$ cat src/rtl/usage_rec_pkg.sv
package usage_rec_pkg;

    typedef enum logic [1:0] {
        SRCH_IDLE = 2'd0,
        SRCH_WALK = 2'd1,
        SRCH_DONE = 2'd2
    } srch_state_e;

    typedef struct packed {
        logic armed;   // committed registers loaded with the recovered total
        logic differ;  // sampled sum and committed total disagree
        logic prog;    // program strobe toward the array
    } commit_ctl_t;

    // Saturating sum of two counts, limited to lim.
    function automatic int unsigned sat_sum(input int unsigned a,
                                            input int unsigned b,
                                            input int unsigned lim);
        int unsigned s;
        s = a + b;
        return (s > lim) ? lim : s;
    endfunction

endpackage

$ cat src/rtl/otp_bit_array.sv
module otp_bit_array #(
    parameter int ADDR_W = 8
) (
    input  logic              clk,
    input  logic              prog_en,
    input  logic [ADDR_W-1:0] addr,
    output logic              rd_bit
);
    localparam int DEPTH = 1 << ADDR_W;

    // Unprogrammed cells power up as zero; a cell can only ever be set.
    logic [DEPTH-1:0] cells = '0;

    always_ff @(posedge clk) begin
        if (prog_en) cells[addr] <= 1'b1;
    end

    // Address 0 is treated as permanently set.
    assign rd_bit = (addr == '0) | cells[addr];

endmodule

$ cat src/rtl/usage_tick_gen.sv
module usage_tick_gen #(
    parameter int DIV_RATIO = 24_000_000,
    parameter int CNT_W     = 8
) (
    input  logic             clk,
    input  logic             rst,
    input  logic             run,
    output logic [CNT_W-1:0] session
);
    localparam int DIV_W = (DIV_RATIO > 1) ? $clog2(DIV_RATIO) : 1;
    localparam logic [DIV_W-1:0] DIV_LAST = DIV_W'(DIV_RATIO - 1);

    logic [DIV_W-1:0] div_cnt;
    logic             tick;

    assign tick = run && (div_cnt == DIV_LAST);

    always_ff @(posedge clk) begin
        if (rst) begin
            div_cnt <= '0;
        end else if (run) begin
            div_cnt <= tick ? '0 : div_cnt + DIV_W'(1);
        end
    end

    always_ff @(posedge clk) begin
        if (rst) begin
            session <= '0;
        end else if (tick && (session != '1)) begin
            session <= session + CNT_W'(1);
        end
    end

    p_session_step_r3: assert property (@(posedge clk) disable iff (rst)
        !run |=> $stable(session));

endmodule

$ cat src/rtl/usage_search.sv
module usage_search
    import usage_rec_pkg::*;
#(
    parameter int ADDR_W = 8
) (
    input  logic              clk,
    input  logic              rst,
    input  logic              rd_bit,
    output logic [ADDR_W-1:0] rd_addr,
    output logic              done,
    output logic [ADDR_W-1:0] found
);
    localparam logic [ADDR_W-1:0] TOP_MASK = ADDR_W'(1) << (ADDR_W - 1);

    srch_state_e       state;
    logic [ADDR_W-1:0] base;
    logic [ADDR_W-1:0] mask;

    // Probe the next lower bit on top of what is known to be set.
    assign rd_addr = base | mask;
    assign done    = (state == SRCH_DONE);
    assign found   = base;

    always_ff @(posedge clk) begin
        if (rst) begin
            state <= SRCH_WALK;
            base  <= '0;
            mask  <= TOP_MASK;
        end else if (state == SRCH_WALK) begin
            if (rd_bit) base <= rd_addr;
            if (mask[0]) state <= SRCH_DONE;
            mask <= mask >> 1;
        end
    end

    p_done_sticky_r5: assert property (@(posedge clk) disable iff (rst)
        done |=> done);

    p_probe_onehot_r5: assert property (@(posedge clk) disable iff (rst)
        (state == SRCH_WALK) |-> $onehot0(mask) && (mask != '0));

endmodule

$ cat src/rtl/usage_commit.sv
module usage_commit
    import usage_rec_pkg::*;
#(
    parameter int ADDR_W = 8
) (
    input  logic              clk,
    input  logic              rst,
    input  logic              search_done,
    input  logic [ADDR_W-1:0] found,
    input  logic [ADDR_W-1:0] session,
    input  logic              auth,
    output logic              prog_en,
    output logic [ADDR_W-1:0] prog_addr,
    output logic [ADDR_W-1:0] committed,
    output logic              full
);
    localparam int unsigned MAX_TOT = (1 << ADDR_W) - 1;

    logic [ADDR_W-1:0] sum;
    logic [ADDR_W-1:0] samp_q;   // sampled adder output
    logic [ADDR_W-1:0] last_q;   // committed total, one step behind
    commit_ctl_t       ctl;
    logic              armed_q;

    assign sum = ADDR_W'(sat_sum(32'(found), 32'(session), MAX_TOT));

    always_comb begin
        ctl.armed  = armed_q;
        ctl.differ = |(samp_q ^ last_q);
        ctl.prog   = armed_q && ctl.differ && !auth;
    end

    always_ff @(posedge clk) begin
        if (rst) begin
            armed_q <= 1'b0;
            samp_q  <= '0;
            last_q  <= '0;
        end else if (!armed_q) begin
            if (search_done) begin
                armed_q <= 1'b1;
                samp_q  <= found;
                last_q  <= found;
            end
        end else begin
            samp_q <= sum;
            if (ctl.prog) last_q <= last_q + ADDR_W'(1);
        end
    end

    assign prog_en   = ctl.prog;
    assign prog_addr = last_q + ADDR_W'(1);
    assign committed = last_q;
    assign full      = (last_q == ADDR_W'(MAX_TOT));

    p_step_r3: assert property (@(posedge clk) disable iff (rst)
        armed_q |=> (last_q == $past(last_q)) || (last_q == $past(last_q) + ADDR_W'(1)));

    p_prog_not_ahead_r4: assert property (@(posedge clk) disable iff (rst)
        prog_en |-> (prog_addr <= samp_q));

    p_auth_freeze_r6: assert property (@(posedge clk) disable iff (rst)
        (auth && armed_q) |=> $stable(last_q));

    p_full_hold_r7: assert property (@(posedge clk) disable iff (rst)
        full |=> full);

endmodule

$ cat src/rtl/usage_recorder.sv
module usage_recorder #(
    parameter int DIV_RATIO = 24_000_000,
    parameter int ADDR_W    = 8,
    parameter int OUT_W     = 16
) (
    input  logic             clk,
    input  logic             rst,
    input  logic             auth,
    input  logic [OUT_W-1:0] func_in,
    output logic [OUT_W-1:0] pin_out,
    output logic             full
);
    localparam int PAD_W = OUT_W - ADDR_W;

    logic              search_done;
    logic              rd_bit;
    logic [ADDR_W-1:0] rd_addr;
    logic [ADDR_W-1:0] found;
    logic [ADDR_W-1:0] session;
    logic              prog_en;
    logic [ADDR_W-1:0] prog_addr;
    logic [ADDR_W-1:0] committed;
    logic [ADDR_W-1:0] arr_addr;

    // Shared address port: search owns it until done, then the program path.
    assign arr_addr = search_done ? prog_addr : rd_addr;

    otp_bit_array #(.ADDR_W(ADDR_W)) u_array (
        .clk     (clk),
        .prog_en (prog_en),
        .addr    (arr_addr),
        .rd_bit  (rd_bit)
    );

    usage_search #(.ADDR_W(ADDR_W)) u_search (
        .clk     (clk),
        .rst     (rst),
        .rd_bit  (rd_bit),
        .rd_addr (rd_addr),
        .done    (search_done),
        .found   (found)
    );

    usage_tick_gen #(.DIV_RATIO(DIV_RATIO), .CNT_W(ADDR_W)) u_ticks (
        .clk     (clk),
        .rst     (rst),
        .run     (search_done),
        .session (session)
    );

    usage_commit #(.ADDR_W(ADDR_W)) u_commit (
        .clk         (clk),
        .rst         (rst),
        .search_done (search_done),
        .found       (found),
        .session     (session),
        .auth        (auth),
        .prog_en     (prog_en),
        .prog_addr   (prog_addr),
        .committed   (committed),
        .full        (full)
    );

    generate
        if (PAD_W > 0) begin : g_pad
            assign pin_out = auth ? {{PAD_W{1'b0}}, committed} : func_in;
        end else begin : g_nopad
            assign pin_out = auth ? committed[OUT_W-1:0] : func_in;
        end
    endgenerate

    p_no_early_prog_r5: assert property (@(posedge clk) disable iff (rst)
        prog_en |-> search_done);

endmodule

$ cat config.mk
export PLATFORM = sky130hd
export DESIGN_NAME = usage_recorder
export DESIGN_NICKNAME = d
export VERILOG_FILES = /design/src/rtl/usage_rec_pkg.sv /design/src/rtl/otp_bit_array.sv /design/src/rtl/usage_tick_gen.sv /design/src/rtl/usage_search.sv /design/src/rtl/usage_commit.sv /design/src/rtl/usage_recorder.sv
export SDC_FILE = /design/constraint.sdc
export NUM_CORES = 1
export LEC_CHECK = 0
export BUFFER_PORTS_ARGS = -buffer_cell sky130_fd_sc_hd__buf_4
export CAP_MARGIN = 20
export CELL_PAD_IN_SITES_DETAIL_PLACEMENT = 1
export CELL_PAD_IN_SITES_GLOBAL_PLACEMENT = 1
export CORE_MARGIN = 2
export CORE_UTILIZATION = 50
export DETAILED_ROUTE_END_ITERATION = 16
export MAX_ROUTING_LAYER = met4
export PLACE_DENSITY = 0.88
export SYNTH_ARGS = -nofsm -noshare
export SYNTH_HDL_FRONTEND = slang
export SYNTH_SLANG_ARGS = --single-unit
$ cat constraint.sdc
create_clock -name clk -period 18.8 [get_ports clk]
set_clock_uncertainty 0.05 [all_clocks]
set_input_delay 1.88 -clock clk [delete_from_list [all_inputs] [get_ports clk]]
set_output_delay 1.88 -clock clk [all_outputs]
set_load 0.01 [all_outputs]
==> impl_results.md <==
- Clock latency on the worst-skew pair: 530 ps
- Hold Crit Class: reg -> reg
- Core area: 32600 um^2
- Achievable frequency: 0.181 GHz
- Clock Tree Buf Depth: 3
- Row count: 66
- Inserted Diodes: 0
- Clock Pin Slew Worst Setup and Hold Paths: 60 ps
- Area growth from synthesis to layout: 11.4%
- CP max-delay cell: nor2b_4
- Data arrival, critical path: 5840 ps
- Outcome: finished clean
- CTS resizes: 0
- Pin count of the biggest net entering global routing: 102
- Leak: 6.29 nW
- Finished Layout Cells: 1943
- Post-synth EDFFs: 256
- CP startpoint kind: flop
- Max-cap violation count: 0
- Nets@finish: 1503
- Post-CTS Repair Setup Buffers: 0
- CP Max Fanout: 55
- Sequential fraction of the synthesis area: 54.5%
- Worst Tran Pin Value: 1230 ps
- Bufs and invs on worst path: 2
- Final setup viols: 0
- Total CTS buffers: 37
- Syn. warnings: 0
- Mean Syn Cell Area: 11.3 um^2
- Post-synth ARST share: 0%
- Pins Over Slew Limit: 0
- CP top delay family: buffers and inverters
- Setup TNS: 0 ps
- Final ANT Viol Nets: 0
- Clk root buf: clkbuf_16
- TritonCTS clock tree: built
- CP most frequent cell: mux2i_1
- GRT overflow: 0
- Vias per cell: 6.42
- Via count: 12473
- FF-to-FF setup slack: 13260 ps
- Dpl ws: 13420 ps
- Total track usage: 29.2%
- Share of cells above drive strength 1: 12.9%
- CP Data Required Time: 19100 ps
- Slowest stage delay, CP: 780 ps
- H-tree depth: 2
- Die Area: 34700 um^2
- DP Cell Count: 1868
- Violation count after the first detailed-route iteration: 1311
- RR Startpoint: u_search.state[1]
- Crit path from: u_search.state[1]
- CTS sink cnt: 324
- Netlist cell types: 69
- Logic depth of the worst path, buffers included: 11
- Max VDD drop: 0.0727 mV
- Cells after synthesis: 1464
- Number of detailed-route iterations in the first pass: 6
- Endpoints failing hold: 0
- First-pass GRT wire length: 75100 um
- Routed wire length: 49300 um
- CP endpoint kind: flop
- PortBufs: 35
- Routed wire per std cell: 25.4 um
- Syn_nets: 1495
- PD cells: 85.6 nW/um^2
- Die width: 186 um
- Final WS setup: 13260 ps
- Rel. slew slack: 17.8%
- Initial antenna violation count: 0
- Synth Flop Type: edfxtp_1
- Crit share post-route: 29.4%
- Worst Reg2Reg Path Length in Cells: 11
- Critical Path End: u_search.found[3]
- #FFs+latches synth: 324
- RSZ-0062 raised after global routing: false
- Netlist Area Pre-Place: 16600 um^2
- Post-DP Area: 17200 um^2
- Min Tclk post-route: 5540 ps
- Gp weighted congestion: 0.855
- Post-Layout Inst Area: 18500 um^2
- Vias in the first global route: 12843
- Final hold slack: 448 ps
- Top Ports: 36
- Dpl hpwl: 29400 um
- Initial Util: 50.9%
- Critical-path cell list: nor2b_4 -> o21a_4 -> buf_4 -> buf_4 -> mux2i_1 -> mux2i_1 -> mux2i_1 -> o22ai_1 -> or4_4 -> a22oi_4 -> a41oi_1
- DRC Markers: 0
- Setup Crit Path Kind: reg -> reg
- Worst reg2reg path endpoint: u_search.found[3]
- Die Y: 186 um
- Cts hold-fix bufs: 0
## cells by family after synthesis
kind of cell             Yosys count  synth area share [%]
AND/OR/NAND/NOR                  444                  12.7
flip-flops                       324                  54.5
buffers and inverters            111                  3.43
multiplexers                     143                  8.72
adder cells (fa/ha/maj)           12                 0.950
XOR/XNOR                          44                  2.32
AO/OA/AOI/OAI                    386                  17.4
## state kept, by name, indices dropped and copies added, names as in the netlist
name and count:
u_array.cells 256, u_search.found 8, u_ticks.session 8, u_commit.committed 8
u_ticks.div_cnt 25, u_search.state 2, u_commit.samp_q 8, u_search.mask 8
u_commit.armed_q 1
## stage by stage
step	utilization, %	total power, mW
final	56.7	1.58
after global routing	56.7	1.62
after CTS	56.4	1.58
after detailed placement	52.7	0.863
after global placement	52.6	0.859
after floorplan	-	0.833
## worst min path at each step
stage	startpoint	to	slack, ps	cells after the start
final	u_ticks.div_cnt[8]	u_ticks.div_cnt[8]	450	2
after global routing	u_ticks.div_cnt[8]	u_ticks.div_cnt[8]	480	2
after CTS	u_ticks.div_cnt[8]	u_ticks.div_cnt[8]	460	2
after detailed placement	u_search.mask[6]	u_search.mask[5]	440	2
after global placement	u_ticks.div_cnt[8]	u_ticks.div_cnt[8]	420	2
after floorplan	u_search.mask[5]	u_search.mask[4]	410	2
## placed cells by master (no fill, tap or decap), types with 4 or more instances in the layout
cell type | synthesis | layout
a31o_2 | 17 | 17
or3_1 | 4 | 4
a21o_1 | 250 | 250
mux2_2 | 9 | 9
nand2_1 | 165 | 165
nand3b_1 | 5 | 5
nor3_1 | 11 | 7
clkinv_2 | 0 | 8
nor2b_1 | 16 | 16
inv_1 | 8 | 7
buf_6 | 10 | 4
mux2i_1 | 132 | 132
edfxtp_1 | 256 | 256
buf_4 | 13 | 67
xor2_1 | 24 | 24
clkbuf_1 | 56 | 9
a21boi_0 | 8 | 8
nor4_1 | 5 | 5
and3_1 | 20 | 20
and2_1 | 11 | 11
a211oi_1 | 17 | 17
nand4_1 | 10 | 10
a21oi_1 | 35 | 34
nand2b_1 | 15 | 15
nor3_2 | 1 | 5
o22ai_1 | 11 | 11
a311oi_1 | 9 | 9
nand3_1 | 72 | 72
nor2_1 | 88 | 76
a41oi_1 | 8 | 8
xnor2_1 | 20 | 20
nor2_2 | 1 | 13
ha_1 | 11 | 11
clkbuf_16 | 0 | 40
dfxtp_1 | 68 | 68
o21ai_0 | 10 | 10
## Yosys cell counts (13+ instances only)
master / instances / area share, %
mux2i_1: 132 / 8.0
nand2b_1: 15 / 0.57
xor2_1: 24 / 1.3
a211oi_1: 17 / 0.77
a21o_1: 250 / 11
clkbuf_1: 56 / 1.3
a31o_2: 17 / 0.90
edfxtp_1: 256 / 46
nand2_1: 165 / 3.7
dfxtp_1: 68 / 8.2
nand3_1: 72 / 2.2
buf_2: 23 / 0.69
nor2_1: 88 / 2.0
buf_4: 13 / 0.59
a21oi_1: 35 / 1.1
xnor2_1: 20 / 1.1
nor2b_1: 16 / 0.60
and3_1: 20 / 0.75
## tightest hold or removal path: stages, from the launching register on
cell and delay [ps]:
dfxtp_1 320, o21ai_0 70, a21oi_1 60
## metal layers
| layer | vias up | global-route usage (%) | routed length (um) |
|---|---|---|---|
| met5 | - | - | 0 |
| met4 | 0 | 11.4 | 1850 |
| met3 | 125 | 6.11 | 3990 |
| met2 | 597 | 47.6 | 23800 |
| met1 | 6321 | 35.8 | 19700 |
| li1 | 5430 | - | - |
## report_power, final
part / switching [mW] / total [mW] / internal (mW)
Sequential: 0.00444 / 0.768 / 0.764
Combinational: 0.0599 / 0.0854 / 0.0255
Clock: 0.303 / 0.729 / 0.426
Total: 0.367 / 1.58 / 1.22
## final cells by class
type | count | area [um^2]
Timing Repair Buffer | 72 | 576
Multi-Input combinational cell | 1029 | 7050
Inverter | 8 | 37.5
Clock inverter | 17 | 153
Tap cell | 442 | 553
Fill cell | 3343 | 14100
Clock buffer | 51 | 1060
Sequential cell | 324 | 9050
Note: power is estimated with default switching activity, not from simulation.
